<file path="src/rtl/locality_lock_arbiter.sv">
module locality_lock_arbiter #(
  parameter int NUM_LOC  = 5,
  parameter int ADDR_W   = 16,
  parameter int PAGE_LSB = 12,
  parameter int IDX_W    = $clog2(NUM_LOC)
) (
  input  logic               clk,
  input  logic               rst_n,
  input  logic               wr_en,
  input  logic [ADDR_W-1:0]  addr,
  input  logic [7:0]         wdata,
  input  logic               hw_cycle,
  output logic [7:0]         rdata,
  output logic [IDX_W-1:0]   owner_idx,
  output logic               owner_valid,
  output logic [NUM_LOC-1:0] owner_onehot,
  output logic               loc_changed
);

  localparam int BIT_REQ   = 1;
  localparam int BIT_SEIZE = 3;
  localparam int BIT_REL   = 5;
  localparam logic [IDX_W-1:0] TOP_LOC = IDX_W'(NUM_LOC - 1);

  logic [IDX_W-1:0]   own_q, own_d, pick;
  logic               vld_q, vld_d, found, chg_q;
  logic [NUM_LOC-1:0] pend_q, pend_d, cand, sel_mask;

  wire [IDX_W-1:0] sel    = addr[PAGE_LSB +: IDX_W];
  wire             in_win = (sel <= TOP_LOC) && (addr[PAGE_LSB-1:0] == '0);
  wire             wr_hit = wr_en && in_win && (sel != TOP_LOC || hw_cycle);
  wire             is_own = vld_q && (own_q == sel);

  wire rel_hit = wr_hit && wdata[BIT_REL];
  wire sz_hit  = wr_hit && !wdata[BIT_REL] && wdata[BIT_SEIZE] && vld_q && (sel > own_q);
  wire rq_hit  = wr_hit && !wdata[BIT_REL] && !wdata[BIT_SEIZE] && wdata[BIT_REQ] && !is_own;

  assign sel_mask = NUM_LOC'(1) << sel;
  assign cand     = pend_q & ~(rel_hit ? sel_mask : '0);

  always_comb begin
    found = 1'b0;
    pick  = '0;
    for (int i = 0; i < NUM_LOC; i++) begin
      if (cand[i]) begin
        found = 1'b1;
        pick  = IDX_W'(i);
      end
    end
  end

  always_comb begin
    own_d  = own_q;
    vld_d  = vld_q;
    pend_d = cand | (rq_hit ? sel_mask : '0);
    if (rel_hit && is_own) begin
      vld_d = 1'b0;
      own_d = '0;
    end else if (sz_hit) begin
      own_d  = sel;
      vld_d  = 1'b1;
      pend_d = pend_d & ~sel_mask;
    end else if (!vld_q && found) begin
      own_d        = pick;
      vld_d        = 1'b1;
      pend_d[pick] = 1'b0;
    end
  end

  always_ff @(posedge clk or negedge rst_n) begin
    if (!rst_n) begin
      own_q  <= '0;
      vld_q  <= 1'b0;
      pend_q <= '0;
      chg_q  <= 1'b0;
    end else begin
      own_q  <= own_d;
      vld_q  <= vld_d;
      pend_q <= pend_d;
      chg_q  <= (vld_d != vld_q) || (vld_d && own_d != own_q);
    end
  end

  assign owner_idx    = own_q;
  assign owner_valid  = vld_q;
  assign owner_onehot = vld_q ? (NUM_LOC'(1) << own_q) : '0;
  assign loc_changed  = chg_q;
  assign rdata = in_win ? {1'b1, 1'b0, is_own, 3'b000, pend_q[sel], 1'b0} : 8'h00;

endmodule


</file>
<file path="config.mk">
export PLATFORM = sky130hd
export DESIGN_NAME = locality_lock_arbiter
export DESIGN_NICKNAME = d
export VERILOG_FILES = /design/src/rtl/locality_lock_arbiter.sv
export SDC_FILE = /design/constraint.sdc
export NUM_CORES = 1
export LEC_CHECK = 0
export ABC_AREA = 0
export BUFFER_PORTS_ARGS = -buffer_cell sky130_fd_sc_hd__clkbuf_2
export CORE_AREA = 3 3 51 53
export DETAILED_ROUTE_END_ITERATION = 16
export DIE_AREA = 0 0 54 56
export HOLD_SLACK_MARGIN = 0.02
export PLACE_DENSITY = 0.92
export SYNTH_ARGS = -nofsm -noshare
export SYNTH_HDL_FRONTEND = slang
export SYNTH_SLANG_ARGS = --single-unit
</file>
<file path="constraint.sdc">
create_clock -name clk -period 4.77 [get_ports clk]
set_clock_uncertainty 0.2 [all_clocks]
set_input_delay 1.431 -clock clk [delete_from_list [all_inputs] [get_ports clk]]
set_output_delay 1.431 -clock clk [all_outputs]
set_load 0.1 [all_outputs]
</file>
==> results of run 1 <==
## area by class of cell
cell class,instances,area (um^2),area share (%)
clock buffer,4,36.28,2.715
timing repair buffer,35,222.7,16.67
inverter,7,26.28,1.966
multi-input combinational,113,765.7,57.30
tap,28,35.03,2.622
sequential,10,250.2,18.73
## flip-flops by register name (all words and copies together) (netlist names)
signal / cells
owner_valid: 1
owner_idx: 3
pend_q: 5
loc_changed: 1
## through the flow
| stage | instance area (um^2) | cells | TNS [ps] | power [mW] | hold slack (ps) |
|---|---|---|---|---|---|
| global placement | 1300 | 193 | 0 | 0.1370 | 353.2 |
| global route | 1336 | 197 | 0 | 0.2277 | 411.5 |
| detailed placement | 1300 | 193 | 0 | 0.1388 | 374.9 |
| floorplan | 1117 | 141 | -522.8 | 0.1250 | 334.1 |
| finish | 1336 | 197 | 0 | 0.2149 | 387.7 |
| CTS | 1336 | 197 | 0 | 0.2182 | 386.0 |
## metal layers
layer | GRT usage [%] | part of all wire [%] | vias up
met5 | 0 | 0 | -
met1 | 29.62 | 40 | 581
met4 | 8.185 | 1.7 | 0
li1 | - | - | 573
met3 | 3.753 | 6.4 | 10
met2 | 38.75 | 52 | 58
## synthesized netlist by cell type, types with 2 or more instances
cell type / number
nor3_1: 8
o41ai_1: 2
o211ai_1: 3
o21ai_1: 5
nand3_1: 6
a21oi_1: 7
and2_1: 3
or4b_1: 2
ha_1: 3
nor2_1: 12
o21ai_0: 4
dfrtp_1: 10
xnor2_1: 3
nand2_1: 14
inv_1: 7
buf_4: 6
nand3b_1: 2
nor4_4: 2
nand4_1: 3
nor2b_1: 2
nand2b_1: 2
buf_2: 3
nor4_2: 2
## worst register-to-register path: cells and delay by family (launching register included)
family,cells,cell delay [ps]
compound gates,4,990
fa+ha+maj,1,320
buf+inv,1,90
flops,1,450
simple gates,2,370
## logic make-up after synthesis
group                      count (synthesis)  synth area share (%)
AOI/OAI and AO/OA                         37                 25.69
muxes                                      1                0.9175
other                                      1                0.3437
xor gates and xnor gates                   3                 2.409
adders and majority gates                  3                 3.441
DFF                                       10                 22.94
buffers and inverters                     18                 9.288
and+or+nand+nor                           64                 34.98
## path summary, 6_finish.rpt
path	from	to	slack [ps]	cells after the start
max	addr[12]	rdata[1]	320	6
min	pend_q[0]	pend_q[0]	390	2
max reg2reg	owner_idx[1]	pend_q[0]	2240	8
min reg2reg	pend_q[0]	pend_q[0]	390	2
max in group asynchronous	rst_n	owner_idx[1]	3320	1
min in group asynchronous	rst_n	pend_q[1]	820	1
## where the power goes
part	leakage [nW]	switching, mW	internal (mW)	total [mW]
clock network	0.0210	0.0312	0.0463	0.0775
registers	0.129	0.0000472	0.0848	0.0848
logic	0.425	0.0398	0.0128	0.0525
==> reports/summary.txt, run 1 <==
diode count: 0
share of cells above drive strength 1: 30.77%
Final setup violation count: 0
top post-synthesis cells by area: dfrtp_1 23%, nand2_1 4.8%, buf_4 4.1%, nor2_1 4.1%, nor4_4 3.9%
Clock Latency Late Sink: 270 ps
final period utilization: 93.37%
Syn. warnings: 0
DR WL/cell: 16.27 um
vias in the first global route: 1217
maximum clock frequency: 224.5 MHz
share of the synthesized area in the top cell type: 22.94%
largest net degree at the start of global routing: 18
grt total ovfl: 0
first-pass GRT wire length: 5.451 mm
Core Util, Final: 60.99%
Critical Path, Cell by Cell: clkbuf_2 > mux2i_1 > a211oi_1 > o21ai_0 > a21oi_2 > buf_12
Remaining DRCs: 0
max_cap viols: 0
CP arrival: 2820 ps
CTS tree: yes
GRT Total Usage: 23.37%
Detailed Route WL: 3.206 mm
Root Driver: clkbuf_4
Slew Limit Fails: 0
Num CTS Buffers: 3
DRT Pass-1 Iters: 4
CTS Sinks: 10
Die Wd: 54 um
via count: 1222
sequential fraction of the synthesis area: 22.94%
post-synth cell types: 49
status: completed
worst vdd ir: 0.1181 mV
most frequent cells in the layout: 31 x clkbuf_2, 14 x nand2_1, 11 x nor2_1
worst path required time: 3140 ps
Core Area: 0.002191 mm^2
Synth Instances: 137
Nets: 201
# H-tree levels: 1
Starting Density: 49.80%
final hold violation count: 0
EDFF count, synth: 0
leading cell type in the layout, fill and taps excluded: clkbuf_2
post-CTS resize count: 0
CP Launch Type: primary input
max incr delay on CP: 350 ps
Final HPWL DP: 2.535 mm
Yosys reg bits: 10
initial antenna violation count: 0
Post-CTS Hold Fix Bufs: 0
Setup WS post-layout: 316.3 ps
die area: 0.003024 mm^2
critical path peak fanout: 13
Via density: 6.203
IO Port Bufs: 34
crit path buf inv count: 2
DRT antenna net count: 0
Bufs on Longest Clock Path: 2
Worst Hold Class: reg2reg
Lkg Pwr: 0.5753 nW
DRT iter0 DRCs: 50
# rows: 17
post-synth top area cell: dfrtp_1
pre-CTS WS: 347.3 ps
CP Capture Type: output port
fill cell count: 200
Slew headroom: 46.23%
Synth async-reset ratio: 100.0%
Layout area overhead: 22.48%
critical path type: in2out
mapped cell area: 0.001091 mm^2
Synth Flop Type: dfrtp_1
syn avg cell area: 7.964 um^2
number of setup buffers added after CTS: 0
Pwr Density: 160.8 mW/mm^2
Die Y: 56 um
crit path time final: 4454 ps
gp weighted congestion: 0.9389
RSZ-0062 raised after global routing: no
Top delay family on crit path: compound AO/OA/AOI/OAI gates
# IOs: 46
Reg clk slew, reported paths: 80 ps
Worst Tran Pin Value: 799.1 ps
slowest CP cell: a211oi_1
(Power assumes the default switching activity.)
==> inputs of run 2 (changes only) <==
Settings changed: CORE_AREA 3 3 51 53 to 3 3 55 57, DIE_AREA 0 0 54 56 to 0 0 58 60, PLACE_DENSITY 0.92 to 0.84.
Clock period 4.77 ns to 4.04 ns, I/O delays scaled along.
==> run 2 against run 1 <==
Compared with the run above: register-to-register slack worse by 720 ps; global-route usage is 5.7 points lower; critical path depth stayed put; total power is 6.5% higher; sequential share of layout area is 0.46 points lower; combinational power is 20% higher; via count is 4.1% lower; cell count is 3.0% higher.
==> reports/summary.txt, run 2 (synthesized netlist as in run 1, its figures left out) <==
status: completed
Starting Density: 43.25% (-6.5 points)
final period utilization: 92.40%
most frequent cells in the layout: 31 x clkbuf_2, 14 x nand2_1, 10 x nor2_1, 10 x dfrtp_1
post-CTS resize count: 0 (unchanged)
Pwr Density: 167.0 mW/mm^2 (+3.8%)
die area: 0.003480 mm^2 (+15%)
Core Area: 0.002522 mm^2 (+15%)
RSZ-0062 raised after global routing: no
Final HPWL DP: 2.305 mm (-9.1%)
# rows: 18 (+1)
first-pass GRT wire length: 4.754 mm (-13%)
Remaining DRCs: 0 (unchanged)
number of setup buffers added after CTS: 0 (unchanged)
largest net degree at the start of global routing: 14 (-4)
DRT Pass-1 Iters: 4 (unchanged)
max FFs per register: 5 (unchanged)
grt total ovfl: 0 (unchanged)
maximum clock frequency: 267.9 MHz
Layout area overhead: 25.57%
Cells after DPL: 200 (+3.6%)
Worst Hold Class: reg2reg
Root Driver: clkbuf_4
critical path peak fanout: 7 (-6)
Detailed Route WL: 2.764 mm (-14%)
pre-CTS WS: 289.0 ps (-58.29 ps)
Setup WS post-layout: 307.2 ps (-9.134 ps)
final hold violation count: 0 (unchanged)
diode count: 0 (unchanged)
reg2reg setup slack: 1520 ps (-720 ps)
# IOs: 46 (unchanged)
Lkg Pwr: 0.5931 nW (+3.1%)
Worst Tran Pin Value: 580.7 ps (-218.4 ps)
final cell count without fillers: 203 (+3.0%)
Die Y: 60 um (+7.1%)
worst path required time: 2630 ps (-510 ps)
Bufs on Longest Clock Path: 2 (unchanged)
CTS tree: yes
Post-CTS Hold Fix Bufs: 0 (unchanged)
DRT antenna net count: 0 (unchanged)
CP arrival: 2320 ps (-500 ps)
gp weighted congestion: 0.9274 (-1.2%)
fill cell count: 237 (+19%)
CP Launch Type: primary input
via count: 1172 (-4.1%)
GRT Total Usage: 17.64% (-5.7 points)
# H-tree levels: 1 (unchanged)
vias in the first global route: 1099 (-9.7%)
CTS Sinks: 10 (unchanged)
Clock Latency Late Sink: 260 ps (about the same)
DRT iter0 DRCs: 51 (+2.0%)
CP Capture Type: output port
critical path type: in2out
Nets: 206 (+2.5%)
max_cap viols: 0 (unchanged)
Reg clk slew, reported paths: 60 ps (-20 ps)
Slew headroom: 61.17% (+15 points)
share of cells above drive strength 1: 32.95% (+2.2 points)
Num CTS Buffers: 3 (unchanged)
Via density: 5.773 (-6.9%)
worst vdd ir: 0.1823 mV (+54%)
Die Wd: 58 um (+7.4%)
Largest Register: pend_q
DR WL/cell: 13.62 um (-16%)
initial antenna violation count: 0 (unchanged)
leading cell type in the layout, fill and taps excluded: clkbuf_2
IO Port Bufs: 34 (unchanged)
Final setup violation count: 0 (unchanged)
Slew Limit Fails: 0 (unchanged)
crit path time final: 3733 ps
## run 2: final timing paths
| kind | startpoint | to | cells after the start |
|---|---|---|---|
| setup / recovery | addr[12] | rdata[5] | 6 |
| hold reg to reg | pend_q[0] | pend_q[0] | 2 |
| setup reg to reg | owner_idx[2] | pend_q[0] | 8 |
| min in group asynchronous | rst_n | owner_idx[1] | 1 |
| hold / removal | pend_q[0] | pend_q[0] | 2 |
| max in group asynchronous | rst_n | pend_q[2] | 1 |
## run 2: worst max-delay path: stages
cell,delay [ps]
clkbuf_2,180
inv_1,100
ha_1,310
nand4_1,180
nor2_4,160
buf_12,180
## run 2: routing by layer
| metal | GRT usage [%] | up-vias | share of wire [%] |
|---|---|---|---|
| met1 | 21.89 | 549 | 43 |
| met3 | 4.320 | 2 | 5.9 |
| met2 | 30.97 | 38 | 50 |
| met5 | 0 | - | 0 |
| met4 | 3.642 | 0 | 0.51 |
| li1 | - | 583 | - |
## run 2: per-stage QoR
| step | hold slack, ps | TNS (ps) | utilization [%] | area (um^2) | power (mW) |
|---|---|---|---|---|---|
| 5_1_grt | 419.0 | 0 | 54.32 | 1370 | 0.2408 |
| 4_1_cts | 388.4 | 0 | 54.32 | 1370 | 0.2310 |
| 2_1_floorplan | 334.1 | -1820 | - | 1125 | 0.1477 |
| 3_3_place_gp | 377.6 | 0 | 53.42 | 1348 | 0.1643 |
| 3_5_place_dp | 380.1 | 0 | 53.42 | 1348 | 0.1649 |
| 6_report | 399.1 | 0 | 54.32 | 1370 | 0.2288 |
## run 2: where the power goes
part	total, mW	internal [mW]	switching [mW]
Combinational	0.0631	0.0168	0.0463
Sequential	0.100	0.100	0.0000537
Clock	0.0655	0.0343	0.0312
## run 2: final cells by class
class	instances	area, um^2	share of cell area [%]
inverters	7	26.28	1.918
multi-input cells	113	773.2	56.44
well taps	30	37.54	2.740
repair buffers	40	260.3	19.00
flip-flops and latches	10	250.2	18.26
clock buffers	3	22.52	1.644
